<file path="src/rtl/sorter_pkg.sv">
package sorter_pkg;
  // bit1: 0 = signed, 1 = unsigned; bit0: 0 = largest first, 1 = smallest first
  typedef enum logic [1:0] {
    ORD_S_DESC = 2'd0,
    ORD_S_ASC  = 2'd1,
    ORD_U_DESC = 2'd2,
    ORD_U_ASC  = 2'd3
  } order_e;

  typedef enum logic [2:0] {
    ST_IDLE,
    ST_RD_LO,
    ST_RD_HI,
    ST_CMP,
    ST_WR_LO,
    ST_WR_HI,
    ST_FIN
  } sort_state_e;
endpackage

</file>
<file path="src/rtl/order_select.sv">
module order_select
  import sorter_pkg::*;
(
  input  logic   clk,
  input  logic   rst_n,
  input  logic   adv_i,
  input  logic   hold_i,
  output order_e order_o
);
  always_ff @(posedge clk or negedge rst_n) begin
    if (!rst_n)
      order_o <= ORD_S_DESC;
    else if (adv_i && !hold_i)
      order_o <= order_e'(order_o + 2'd1);
  end
endmodule

</file>
<file path="src/rtl/order_compare.sv">
module order_compare
  import sorter_pkg::*;
#(
  parameter int DW = 8
) (
  input  logic [DW-1:0] lo_i,
  input  logic [DW-1:0] hi_i,
  input  order_e        order_i,
  output logic          exch_o
);
  logic use_unsigned, want_asc, lo_big, hi_big;

  always_comb begin
    use_unsigned = order_i[1];
    want_asc     = order_i[0];
    if (use_unsigned) begin
      lo_big = lo_i > hi_i;
      hi_big = hi_i > lo_i;
    end else begin
      lo_big = $signed(lo_i) > $signed(hi_i);
      hi_big = $signed(hi_i) > $signed(lo_i);
    end
    exch_o = want_asc ? lo_big : hi_big;
  end
endmodule

</file>
<file path="src/rtl/sort_ctrl.sv">
module sort_ctrl
  import sorter_pkg::*;
#(
  parameter int DW = 8,
  parameter int AW = 8
) (
  input  logic          clk,
  input  logic          rst_n,
  input  logic          start_i,
  input  order_e        order_i,
  input  logic          exch_i,
  output order_e        run_order_o,
  output logic [DW-1:0] cmp_lo_o,
  output logic [DW-1:0] cmp_hi_o,
  output logic [AW-1:0] ram_addr_o,
  output logic          ram_we_o,
  output logic [DW-1:0] ram_wdata_o,
  input  logic [DW-1:0] ram_rdata_i,
  output logic          busy_o,
  output logic          done_o
);
  localparam int N = 1 << AW;
  localparam logic [AW-1:0] LAST = AW'(N - 2);

  sort_state_e   state;
  logic [AW-1:0] idx, pass;
  logic          any_exch;
  logic [DW-1:0] lo_q, hi_q;
  logic          pass_end, finish;

  assign pass_end = (idx == LAST);
  assign finish   = pass_end && (!any_exch || pass == LAST);

  always_ff @(posedge clk or negedge rst_n) begin
    if (!rst_n) begin
      state       <= ST_IDLE;
      idx         <= '0;
      pass        <= '0;
      any_exch    <= 1'b0;
      lo_q        <= '0;
      hi_q        <= '0;
      run_order_o <= ORD_S_DESC;
    end else begin
      unique case (state)
        ST_IDLE: if (start_i) begin
          run_order_o <= order_i;
          idx         <= '0;
          pass        <= '0;
          any_exch    <= 1'b0;
          state       <= ST_RD_LO;
        end
        ST_RD_LO: state <= ST_RD_HI;
        ST_RD_HI: begin
          lo_q  <= ram_rdata_i;
          state <= ST_CMP;
        end
        ST_CMP: begin
          hi_q <= ram_rdata_i;
          if (exch_i) begin
            any_exch <= 1'b1;
            state    <= ST_WR_LO;
          end else if (finish) begin
            state <= ST_FIN;
          end else if (pass_end) begin
            pass     <= pass + 1'b1;
            idx      <= '0;
            any_exch <= 1'b0;
            state    <= ST_RD_LO;
          end else begin
            idx   <= idx + 1'b1;
            state <= ST_RD_LO;
          end
        end
        ST_WR_LO: state <= ST_WR_HI;
        ST_WR_HI: begin
          if (finish) begin
            state <= ST_FIN;
          end else if (pass_end) begin
            pass     <= pass + 1'b1;
            idx      <= '0;
            any_exch <= 1'b0;
            state    <= ST_RD_LO;
          end else begin
            idx   <= idx + 1'b1;
            state <= ST_RD_LO;
          end
        end
        ST_FIN:  state <= ST_IDLE;
        default: state <= ST_IDLE;
      endcase
    end
  end

  assign cmp_lo_o    = lo_q;
  assign cmp_hi_o    = ram_rdata_i;
  assign ram_addr_o  = (state == ST_RD_HI || state == ST_WR_HI) ? idx + 1'b1 : idx;
  assign ram_we_o    = (state == ST_WR_LO) || (state == ST_WR_HI);
  assign ram_wdata_o = (state == ST_WR_LO) ? hi_q : lo_q;
  assign busy_o      = (state != ST_IDLE) && (state != ST_FIN);
  assign done_o      = (state == ST_FIN);
endmodule

</file>
<file path="src/rtl/ram_sorter.sv">
module ram_sorter
  import sorter_pkg::*;
#(
  parameter int DW = 8,
  parameter int AW = 8
) (
  input  logic          clk,
  input  logic          rst_n,
  input  logic          start_i,
  input  logic          adv_i,
  output logic [1:0]    mode_o,
  output logic [AW-1:0] ram_addr_o,
  output logic          ram_we_o,
  output logic [DW-1:0] ram_wdata_o,
  input  logic [DW-1:0] ram_rdata_i,
  output logic          busy_o,
  output logic          done_o
);
  order_e        sel_order, run_order;
  logic [DW-1:0] cmp_lo, cmp_hi;
  logic          exch;

  order_select u_sel (
    .clk     (clk),
    .rst_n   (rst_n),
    .adv_i   (adv_i),
    .hold_i  (busy_o),
    .order_o (sel_order)
  );

  order_compare #(.DW(DW)) u_cmp (
    .lo_i    (cmp_lo),
    .hi_i    (cmp_hi),
    .order_i (run_order),
    .exch_o  (exch)
  );

  sort_ctrl #(.DW(DW), .AW(AW)) u_ctrl (
    .clk         (clk),
    .rst_n       (rst_n),
    .start_i     (start_i),
    .order_i     (sel_order),
    .exch_i      (exch),
    .run_order_o (run_order),
    .cmp_lo_o    (cmp_lo),
    .cmp_hi_o    (cmp_hi),
    .ram_addr_o  (ram_addr_o),
    .ram_we_o    (ram_we_o),
    .ram_wdata_o (ram_wdata_o),
    .ram_rdata_i (ram_rdata_i),
    .busy_o      (busy_o),
    .done_o      (done_o)
  );

  assign mode_o = sel_order;
endmodule

</file>
<file path="config.mk">
export PLATFORM = sky130hd
export DESIGN_NAME = ram_sorter
export DESIGN_NICKNAME = d
export VERILOG_FILES = /design/src/rtl/sorter_pkg.sv /design/src/rtl/order_select.sv /design/src/rtl/order_compare.sv /design/src/rtl/sort_ctrl.sv /design/src/rtl/ram_sorter.sv
export SDC_FILE = /design/constraint.sdc
export NUM_CORES = 1
export LEC_CHECK = 0
export ABC_AREA = 1
export BUFFER_PORTS_ARGS = -buffer_cell sky130_fd_sc_hd__buf_2
export CORE_UTILIZATION = 45
export DETAILED_ROUTE_END_ITERATION = 8
export PLACE_DENSITY = 0.66
export SLEW_MARGIN = 25
export SYNTH_ARGS = -nofsm -noshare
export SYNTH_HDL_FRONTEND = slang
export SYNTH_SLANG_ARGS = --single-unit
</file>
<file path="constraint.sdc">
create_clock -name clk -period 3.2 [get_ports clk]
set_clock_uncertainty 0.1 [all_clocks]
set_input_delay 0.64 -clock clk [delete_from_list [all_inputs] [get_ports clk]]
set_output_delay 0.64 -clock clk [all_outputs]
set_load 0.01 [all_outputs]
</file>
---- After elaboration in Yosys (flattened, before gate mapping) ----
Index checks and enable logic that the tools add are counted.
W data, S select, Z words.
operators by class
  add/sub/neg operators ................... 3
  magnitude comparators ................... 4
  equality and inequality tests ........... 11
  multiplexer cells ....................... 23
  reductions and logical operators ........ 14
operator list
  kind                   number
  $mux W8                9
  $pmux W8 S3            2
  $gt A8 B8 Y1           4
  $pmux W3 S6            1
  $add A8 B1 Y8 const B  2
  $eq A8 B8 Y1 const B   2
  $eq A3 B3 Y1 const B   3
  $mux W3                3
  $mux W1                7
  $eq A3 B2 Y1 const B   2
  $reduce_bool A3 Y1     2
  $ne A2 B2 Y1 const B   2
  $reduce_and A2 Y1      2
  $eq A3 B1 Y1 const B   1
  $logic_and A1 B1 Y1    3
  $logic_not A3 Y1       1
  $logic_or A1 B1 Y1     3
  $ne A3 B3 Y1 const B   1
  $pmux W1 S3            1
  $reduce_and A3 Y1      1
  $add A2 B1 Y2 const B  1
  $logic_not A1 Y1       2
storage, ports and cells
  flip-flop bits (word level) ............. 40
  bits of input ports ..................... 12
  output and inout port bits .............. 21
  word-level logic and storage cells ...... 63

---- Logic depth before layout (Yosys ltp) ----
Gate-level depths: netlist of run 1.
  depth after elaboration ................. 6
  mapped depth ............................ 16
  gate-level depth less buffers ........... 15

---- Modules after synthesis ----
A second synthesis of run 1 with hierarchy kept.
second synthesis, totals
  cells, all modules ...................... 353
  area total of the unflattened synthesis .. 2760.1 µm²
by module, submodules not included
  module         instances  cells an instance  area each (µm²)  seq. area each (µm²)
  sort_ctrl      1          266                2198.4           950.9
  order_compare  1          75                 467.9            0.0
  order_select   1          12                 93.8             50.0

---- Worst setup path after synthesis of run 1 ----
No wires, ideal clock.
  path kind ............................... input-to-reg
  from .................................... in ram_rdata_i[7]
  to ...................................... reg u_ctrl.pass[2]
  setup time .............................. 0.117 ns
  data arrival time ....................... 1.881 ns
  required time ........................... 2.983 ns
  setup slack ............................. 1.102 ns
  cell stages on the path ................. 12
  cell sequence ........................... inv_1 -> ha_1 -> nand2_1 -> nor2_1 -> nand2_1 -> nand2_1 -> nand3_1 -> nand4_1 -> buf_4 -> nand2_4 -> nand2_1 -> nand2_1
on the way
  word-level cells in the longest chain between the ends .. 5
  elaborated cells between the ends (all ways) .. 9
  classes of those cells .................. order compare: 4; eq/ne: 1; mux: 3; reduce/logical: 1
RTL lines
  what                                    RTL line             source
  from (decl)                             ram_sorter.sv:15     input logic [DW-1:0] ram_rdata_i,
  $gt A8 B8 Y1, on equally long branches  n/a
  $mux W1                                 order_compare.sv:16  if (use_unsigned) begin
  $mux W1 *                               order_compare.sv:23  exch_o = want_asc ? lo_big : hi_big;
  $ne A2 B2 Y1 (no source line) *         n/a
  $reduce_and A3 Y1 (no source line) *    n/a
  to (signal assigned)                    sort_ctrl.sv:65      pass <= pass + 1'b1;
  to (signal assigned)                    sort_ctrl.sv:79      pass <= pass + 1'b1;
  to (decl)                               sort_ctrl.sv:26      logic [AW-1:0] idx, pass;
Every way passes the cells marked *; elsewhere a longest branch is shown, timed or not.
A chain may end at the register's enable or synchronous reset.

---- Worst setup path after layout of run 1 ----
  from .................................... reg u_ctrl.state[1]
  to ...................................... out ram_addr_o[4]
on the way
  word-level cells in the longest chain between the ends .. 3
  elaborated cells between the ends (all ways) .. 4
  classes of those cells .................. eq/ne: 2; mux: 1; reduce/logical: 1
RTL lines
  what                                          RTL line          source
  from (decl)                                   sort_ctrl.sv:25   sort_state_e state;
  from (signal assigned)                        sort_ctrl.sv:36   state <= ST_IDLE;
  from (signal assigned)                        sort_ctrl.sv:50   state <= ST_RD_LO;
  from (signal assigned)                        sort_ctrl.sv:52   ST_RD_LO: state <= ST_RD_HI;
  $eq A3 B2 Y1 or $eq A3 B3 Y1 (tied branches)  sort_ctrl.sv:96   assign ram_addr_o = (state == ST_RD_HI || state == ST_WR_HI) ? idx + 1'b1 : idx;
  $logic_or A1 B1 Y1 *                          sort_ctrl.sv:96
  $mux W8 *                                     sort_ctrl.sv:96
  to (decl)                                     ram_sorter.sv:12  output logic [AW-1:0] ram_addr_o,
Marked as above.

==> impl_results.md, run 1 <==
- IO Pins: 33
- CTS tree: done
- Critical path origin: u_ctrl.state[1]
- Final instance area: 2970 um2
- Area occupied by multi-input gates: 1410 um2
- Fmax: 388 MHz
- Synthesis Warnings: 0
- Vias in the first global route: 2,040
- Starting density of the core: 47.1%
- Pre-antenna DRT Iters: 4
- Max Cap Viol: 0
- Root Buffer: clkbuf_8
- Leak: 1.59 nW
- Reg2Reg Depth: 11
- RSZ-0062 raised after global routing: false
- Commonest cells after routing, fill and taps aside: 101 x nand2_1, 42 x nor2_1, 40 x inv_1, 40 x dfrtp_1, 32 x buf_2
- Hold Path Class: in2async
- Share of cells above drive strength 1: 14.8%
- Core Area: 5570 um2
- Max VDD drop: 0.387 mV
- Hold Buf Count CTS: 0
- Final net count: 422
- Row cnt: 27
- Die extent in y: 78.4 um
- Port Buffers: 32
- Max-slew headroom: 40.3%
- Clk_lat worst skew: 0.29 ns
- Fin crit period: 2.58 ns
- Post-synthesis net count: 387
- DRT iter0 DRCs: 95
- Worst R2R Setup Slack: 1.08 ns
- Endpoints failing hold: 0
- Fillcell total: 549
- GR peak layer: met2
- Area growth from synthesis to layout: 13.0%
- Crit path max fanout: 18
- DR vias/cell: 4.82
- DP Wirelength: 3660 um
- Number of synthesized register bits: 40
- Critical Path RT: 2.46 ns
- Placed Cells incl. Taps: 455
- Place WS: 0.703 ns
- Die area: 6150 um2
- Sink Count: 40
- Status: finished, final reports clean
- Chip width: 78.4 um
- Final cell count without fillers: 463
- Crit Path Category: reg2out
- Clk slew on worst S/H paths: 0.08 ns
- Sequential area share after synthesis: 38.1%
- Gr usage total: 18.8%
- Routed WL: 5100 um
- Yosys cell types: 29
- M2 GR Usage: 29.0%
- TNS Setup: 0 ns
- CP Capture Type: output pin
- Gr ovfl total: 0
- Max-slew violation count: 0
- Vias: 2,230
- GRT met3 Usage: 4.30%
- Initial antenna violation count: 0
- WL/cell: 11.0 um
- Met1 GRT Util: 26.5%
- Final Worst Setup Slack: 0.623 ns
- Cts bufs inserted: 5
- Period utilisation layout: 80.5%
- Register Area: 1000 um2
- CTS resizes: 0
- H-Tree Depth: 2
- Asr flop ratio synth: 100%
- Worst Path Arrival: 1.84 ns
- Post-route ant nets: 0
- Post-CTS setup buffer count: 0
- Largest net degree at the start of global routing: 41
- Post-synth EDFFs: 0
- First-pass GRT wire length: 9150 um
- Power Density: 808 nW/um2
- Worst slew pin tran: 0.896 ns
- Reg2reg end: u_ctrl.pass[3]
- ANT cells: 0
- R2r startpoint: u_ctrl.cmp_lo_o[7]
- Synth Instances: 355
- Most common cell after layout, fill and taps aside: nand2_1
- Top_reg_cell synth: dfrtp_1
- Placed cell area: 2860 um2
- Clock Tree Buf Depth: 2
- Startpoint Class: flip-flop
- # setup viols final: 0
- Residual DRC count: 0
- Syn Std Cell Area: 2630 um2
- Final Util: 53.2%
- Synthesized area per cell: 7.40 um2
- Gp weighted congestion: 0.763
state kept, by name (all words and copies together) (netlist names):
name	count
u_ctrl.state	3
u_ctrl.hi_q	8
u_ctrl.run_order_o	2
u_ctrl.cmp_lo_o	8
u_ctrl.pass	8
u_ctrl.any_exch	1
u_ctrl.idx	8
u_sel.order_o	2
per-stage QoR:
step	hold slack [ns]	power [mW]
finish	0.367	2.40
global route	0.416	2.64
CTS	0.393	2.42
detailed placement	0.374	2.00
global placement	0.366	1.99
floorplan	0.244	1.67
worst max path at each step:
stage / slack (ns) / end / cells past startpoint
2_1_floorplan: 1.10 / u_ctrl.pass[2] / 12
3_3_place_gp: 0.77 / u_ctrl.pass[6] / 13
3_5_place_dp: 0.70 / u_ctrl.pass[6] / 13
4_1_cts: 0.59 / ram_addr_o[4] / 10
5_1_grt: 0.46 / ram_addr_o[4] / 10
6_report: 0.62 / ram_addr_o[4] / 10
cell families (layout without fill, tap and decap cells):
family | count (synthesis) | count (layout) | share of synthesized area, %
and+or+nand+nor | 185 | 185 | 31.2
xor gates and xnor gates | 14 | 14 | 4.67
AOI/OAI and AO/OA | 43 | 43 | 8.24
buffers and inverters | 53 | 89 | 8.24
adders and majority gates | 20 | 20 | 9.53
DFF | 40 | 40 | 38.1
metal layers:
layer,vias to the layer above,routed length (um)
li1,1190,-
met1,995,2640
met2,41,2230
met3,4,189
met4,0,48
met5,-,0
synth_stat cells (all sizes together), types with 3 or more instances:
library cell  number  area share [%]
a21oi             15             2.9
buf                4             1.1
clkbuf             3            0.43
dfrtp             40              38
ha                20             9.5
inv               45             6.5
nand2            106              16
nand3             25             5.0
nand4              3            0.71
nor2              45             7.2
o21ai             27             5.1
xor2              12             4.0
area by class of cell:
| class | count | share of cell area, % |
|---|---|---|
| multi-input cells | 262 | 47.5 |
| clock buffers | 6 | 2.45 |
| clock inverters | 2 | 1.18 |
| repair buffers | 35 | 6.16 |
| inverters | 46 | 5.95 |
| flip-flops and latches | 40 | 33.7 |
| well taps | 72 | 3.04 |
critical path, cell delays in order, from the launching register on:
cell and delay, ns:
dfrtp_1 0.42, inv_2 0.10, nor2_1 0.04, inv_1 0.08
nor2_2 0.04, buf_4 0.20, nor2_1 0.10, buf_4 0.19
nor2_1 0.06, a21oi_1 0.15, buf_2 0.15
where the power goes:
group	total, mW	internal, mW	leakage (nW)	switching [mW]
combinational	1.20	0.417	1.02	0.781
sequential	0.787	0.672	0.518	0.115
clock	0.411	0.232	0.0552	0.180
total	2.40	1.32	1.59	1.08
Power figures use the tool's default switching activity.
==> run 2, diff against run 1 <==
--- a/config.mk
+++ b/config.mk
@@ -5,11 +5,11 @@
 export SDC_FILE = /design/constraint.sdc
 export NUM_CORES = 1
 export LEC_CHECK = 0
-export ABC_AREA = 1
+export ABC_AREA = 0
 export BUFFER_PORTS_ARGS = -buffer_cell sky130_fd_sc_hd__buf_2
 export CORE_UTILIZATION = 45
 export DETAILED_ROUTE_END_ITERATION = 8
-export PLACE_DENSITY = 0.66
+export PLACE_DENSITY = 0.67
 export SLEW_MARGIN = 25
 export SYNTH_ARGS = -nofsm -noshare
 export SYNTH_HDL_FRONTEND = slang
==> constraint.sdc (replaced) <==
create_clock -name clk -period 2.6 [get_ports clk]
set_clock_uncertainty 0.1 [all_clocks]
set_input_delay 0.52 -clock clk [delete_from_list [all_inputs] [get_ports clk]]
set_output_delay 0.52 -clock clk [all_outputs]
set_load 0.01 [all_outputs]
==> impl_results.md, run 2 <==
- IO Pins: 33
- Synthesized area per cell: 8.45 um2
- Top_reg_cell synth: dfrtp_1
- Sequential area share after synthesis: 39.9%
- Vias: 2,217
- Hold WS: 0.0534 ns
- Pre-antenna DRT Iters: 4
- RSZ-0062 raised after global routing: true
- Switch share: 42.3%
- CTS tree: done
- CP Capture Type: flip-flop
- CP Cell Sequence: ha_4, nor2b_4, o211ai_1, a21oi_1, o22a_1, mux2_4, buf_12, or4_1, nand3_1
- Max-slew headroom: 56.4%
- Initial antenna violation count: 0
- Asr flop ratio synth: 100%
- Reg2Reg Depth: 9
- Most common cell after layout, fill and taps aside: nand2_1
- First-pass GRT wire length: 9440 um
- H-Tree Depth: 2
- Crit Path Category: reg2reg
- Clk pwr share: 15.4%
- Chip width: 76.7 um
- Tot Pwr: 3.38 mW
- Post-route ant nets: 0
- Max Cap Viol: 0
- Critical path origin: u_ctrl.cmp_lo_o[1]
- Final net count: 379
- Power share of the combinational group: 50.7%
- Status: finished, final reports clean
- Die extent in y: 76.7 um
- DRT iter0 DRCs: 112
- Worst R2R Setup Slack: 0.03 ns
- CP max-delay cell: or4_1
- Area share of the largest cell type after synthesis: 39.9%
- Root Buffer: clkbuf_8
- Gr ovfl total: 0
- Crit-path max cell delay: 0.47 ns
- Register Area: 1010 um2
- Power Density: 1100 nW/um2
- Fillcell total: 516
- Sink Count: 40
- Startpoint Class: flip-flop
- Yosys top cell by area: dfrtp_1
- Starting density of the core: 47.9%
- Largest net degree at the start of global routing: 23
- Area occupied by multi-input gates: 1460 um2
- Reg2reg end: u_ctrl.idx[5]
- DP Wirelength: 4070 um
- Fmax: 389 MHz
- Internal: 1.95 mW
- ANT cells: 0
- Hold Buf Count CTS: 0
- Synth Instances: 297
- Fin crit period: 2.57 ns
- Routed WL: 5580 um
- Port Buffers: 32
- Top post-synthesis cells by area: dfrtp_1 40%, ha_1 10%, o21ai_0 8.2%
- Share of cells above drive strength 1: 23.6%
- Row cnt: 26
- Net Switching: 1.43 mW
- Commonest cells after routing, fill and taps aside: 46 x nand2_1, 39 x o21ai_0, 36 x dfrtp_1
- Crit path max fanout: 10
- Gp weighted congestion: 0.835
- Post-synthesis net count: 329
- Vias in the first global route: 2,074
- Die area: 5880 um2
- Cts bufs inserted: 5
- Clk_lat worst skew: 0.30 ns
- DR vias/cell: 5.30
- Top-count cell post-synth: nand2_1
- Max-slew violation count: 0
- Leak: 1.47 nW
- Area growth from synthesis to layout: 22.1%
- Number of synthesized register bits: 40
- R2r startpoint: u_ctrl.cmp_lo_o[1]
- Endpoints failing hold: 0
- Hold Path Class: in2async
- Critical Path RT: 2.74 ns
- # setup viols final: 0
- Clock Tree Buf Depth: 2
- Residual DRC count: 0
- Max VDD drop: 0.457 mV
- Worst slew pin tran: 0.648 ns
- WL/cell: 13.3 um
- Gr usage total: 20.0%
- Core Area: 5240 um2
- Post-synth top cells: 46 x nand2_1, 41 x o21ai_0, 40 x dfrtp_1
- Period utilisation layout: 98.8%
- Worst Path Arrival: 2.71 ns
- Reg power frac: 33.9%
- Synthesis Warnings: 0
- Yosys cell types: 39
- Post-synth EDFFs: 0
- Clk slew on worst S/H paths: 0.09 ns
- Syn Std Cell Area: 2510 um2
[run 2: cell types whose count changed after synthesis, sizes merged, moves of 8 or more]
cell,before,now
inv,45,22
nand2,106,46
nand3,25,14
nor2,45,17
o21ai,27,42
xor2,12,4
[run 2: logic make-up (layout without fill, tap and decap cells)]
group / after synthesis / count (layout) / share of synthesized area [%]
flops: 40 / 40 / 39.9
xor+xnor: 11 / 11 / 3.84
compound gates: 74 / 74 / 16.9
buf+inv: 32 / 82 / 5.08
fa+ha+maj: 20 / 20 / 9.97
mux: 3 / 4 / 1.45
simple gates: 117 / 117 / 22.9
[run 2: worst max path at each step]
stage                          end  slack, ns  cells past startpoint
finish               u_ctrl.idx[5]       0.03                      9
global route         u_ctrl.idx[6]      -0.04                      9
CTS                  u_ctrl.idx[5]       0.03                      9
detailed placement  u_ctrl.pass[1]      -0.21                      9
global placement     u_ctrl.idx[7]      -0.20                     11
floorplan           u_ctrl.pass[1]       0.05                      9
[run 2: power by group through the flow]
| stage | Combinational (mW) | Clock [mW] | Sequential (mW) |
|---|---|---|---|
| after global routing | 1.93 | 0.550 | 1.19 |
| final | 1.71 | 0.519 | 1.15 |
| after detailed placement | 1.64 | 0 | 1.15 |
| after global placement | 1.61 | 0 | 1.14 |
| after floorplan | 1.17 | 0 | 1.07 |
| after CTS | 1.65 | 0.530 | 1.14 |
[run 2: layer usage]
layer / wire, um / part of all wire, % / GRT usage (%) / up-vias
li1: - / - / - / 1133
met1: 2740 / 49 / 27.6 / 1040
met2: 2570 / 46 / 31.3 / 38
met3: 200 / 3.6 / 3.69 / 6
met4: 64 / 1.1 / 6.73 / 0
met5: 0 / 0 / 0 / -
[run 2: through the flow]
step / std cells / util, % / setup slack, ns / cell area (um2) / TNS, ns
floorplan: 297 / - / 0.0514 / 2550 / 0
global placement: 408 / 55.4 / -0.197 / 2900 / -1.99
detailed placement: 408 / 55.4 / -0.215 / 2900 / -2.27
CTS: 416 / 57.5 / 0.0314 / 3010 / 0
global route: 418 / 58.5 / -0.0442 / 3060 / -0.219
finish: 418 / 58.5 / 0.0302 / 3060 / 0
[run 2: repair_timing]
item / 4_1_cts / 5_1_grt
endpoints found under the setup margin: 0 / 17
endpoints found under the hold margin: 0 / 0
gates resized for setup: 0 / 13
setup buffers: 0 / 1
[run 2: layout make-up]
cell class / count / area share (%)
Sequential cell: 40 / 32.8
Clock inverter: 2 / 1.14
Inverter: 22 / 2.69
Multi-Input combinational cell: 226 / 47.6
Clock buffer: 6 / 2.37
Tap cell: 70 / 2.86
Timing Repair Buffer: 52 / 10.5
[run 2: worst max-delay path, delay by kind of cell (launching register included)]
| family | cells | cell delay, ns |
|---|---|---|
| flip-flops | 1 | 0.42 |
| buffers and inverters | 1 | 0.15 |
| AND/OR/NAND/NOR | 3 | 0.68 |
| multiplexers | 1 | 0.37 |
| AO/OA/AOI/OAI | 3 | 0.55 |
| adder cells (fa/ha/maj) | 1 | 0.26 |
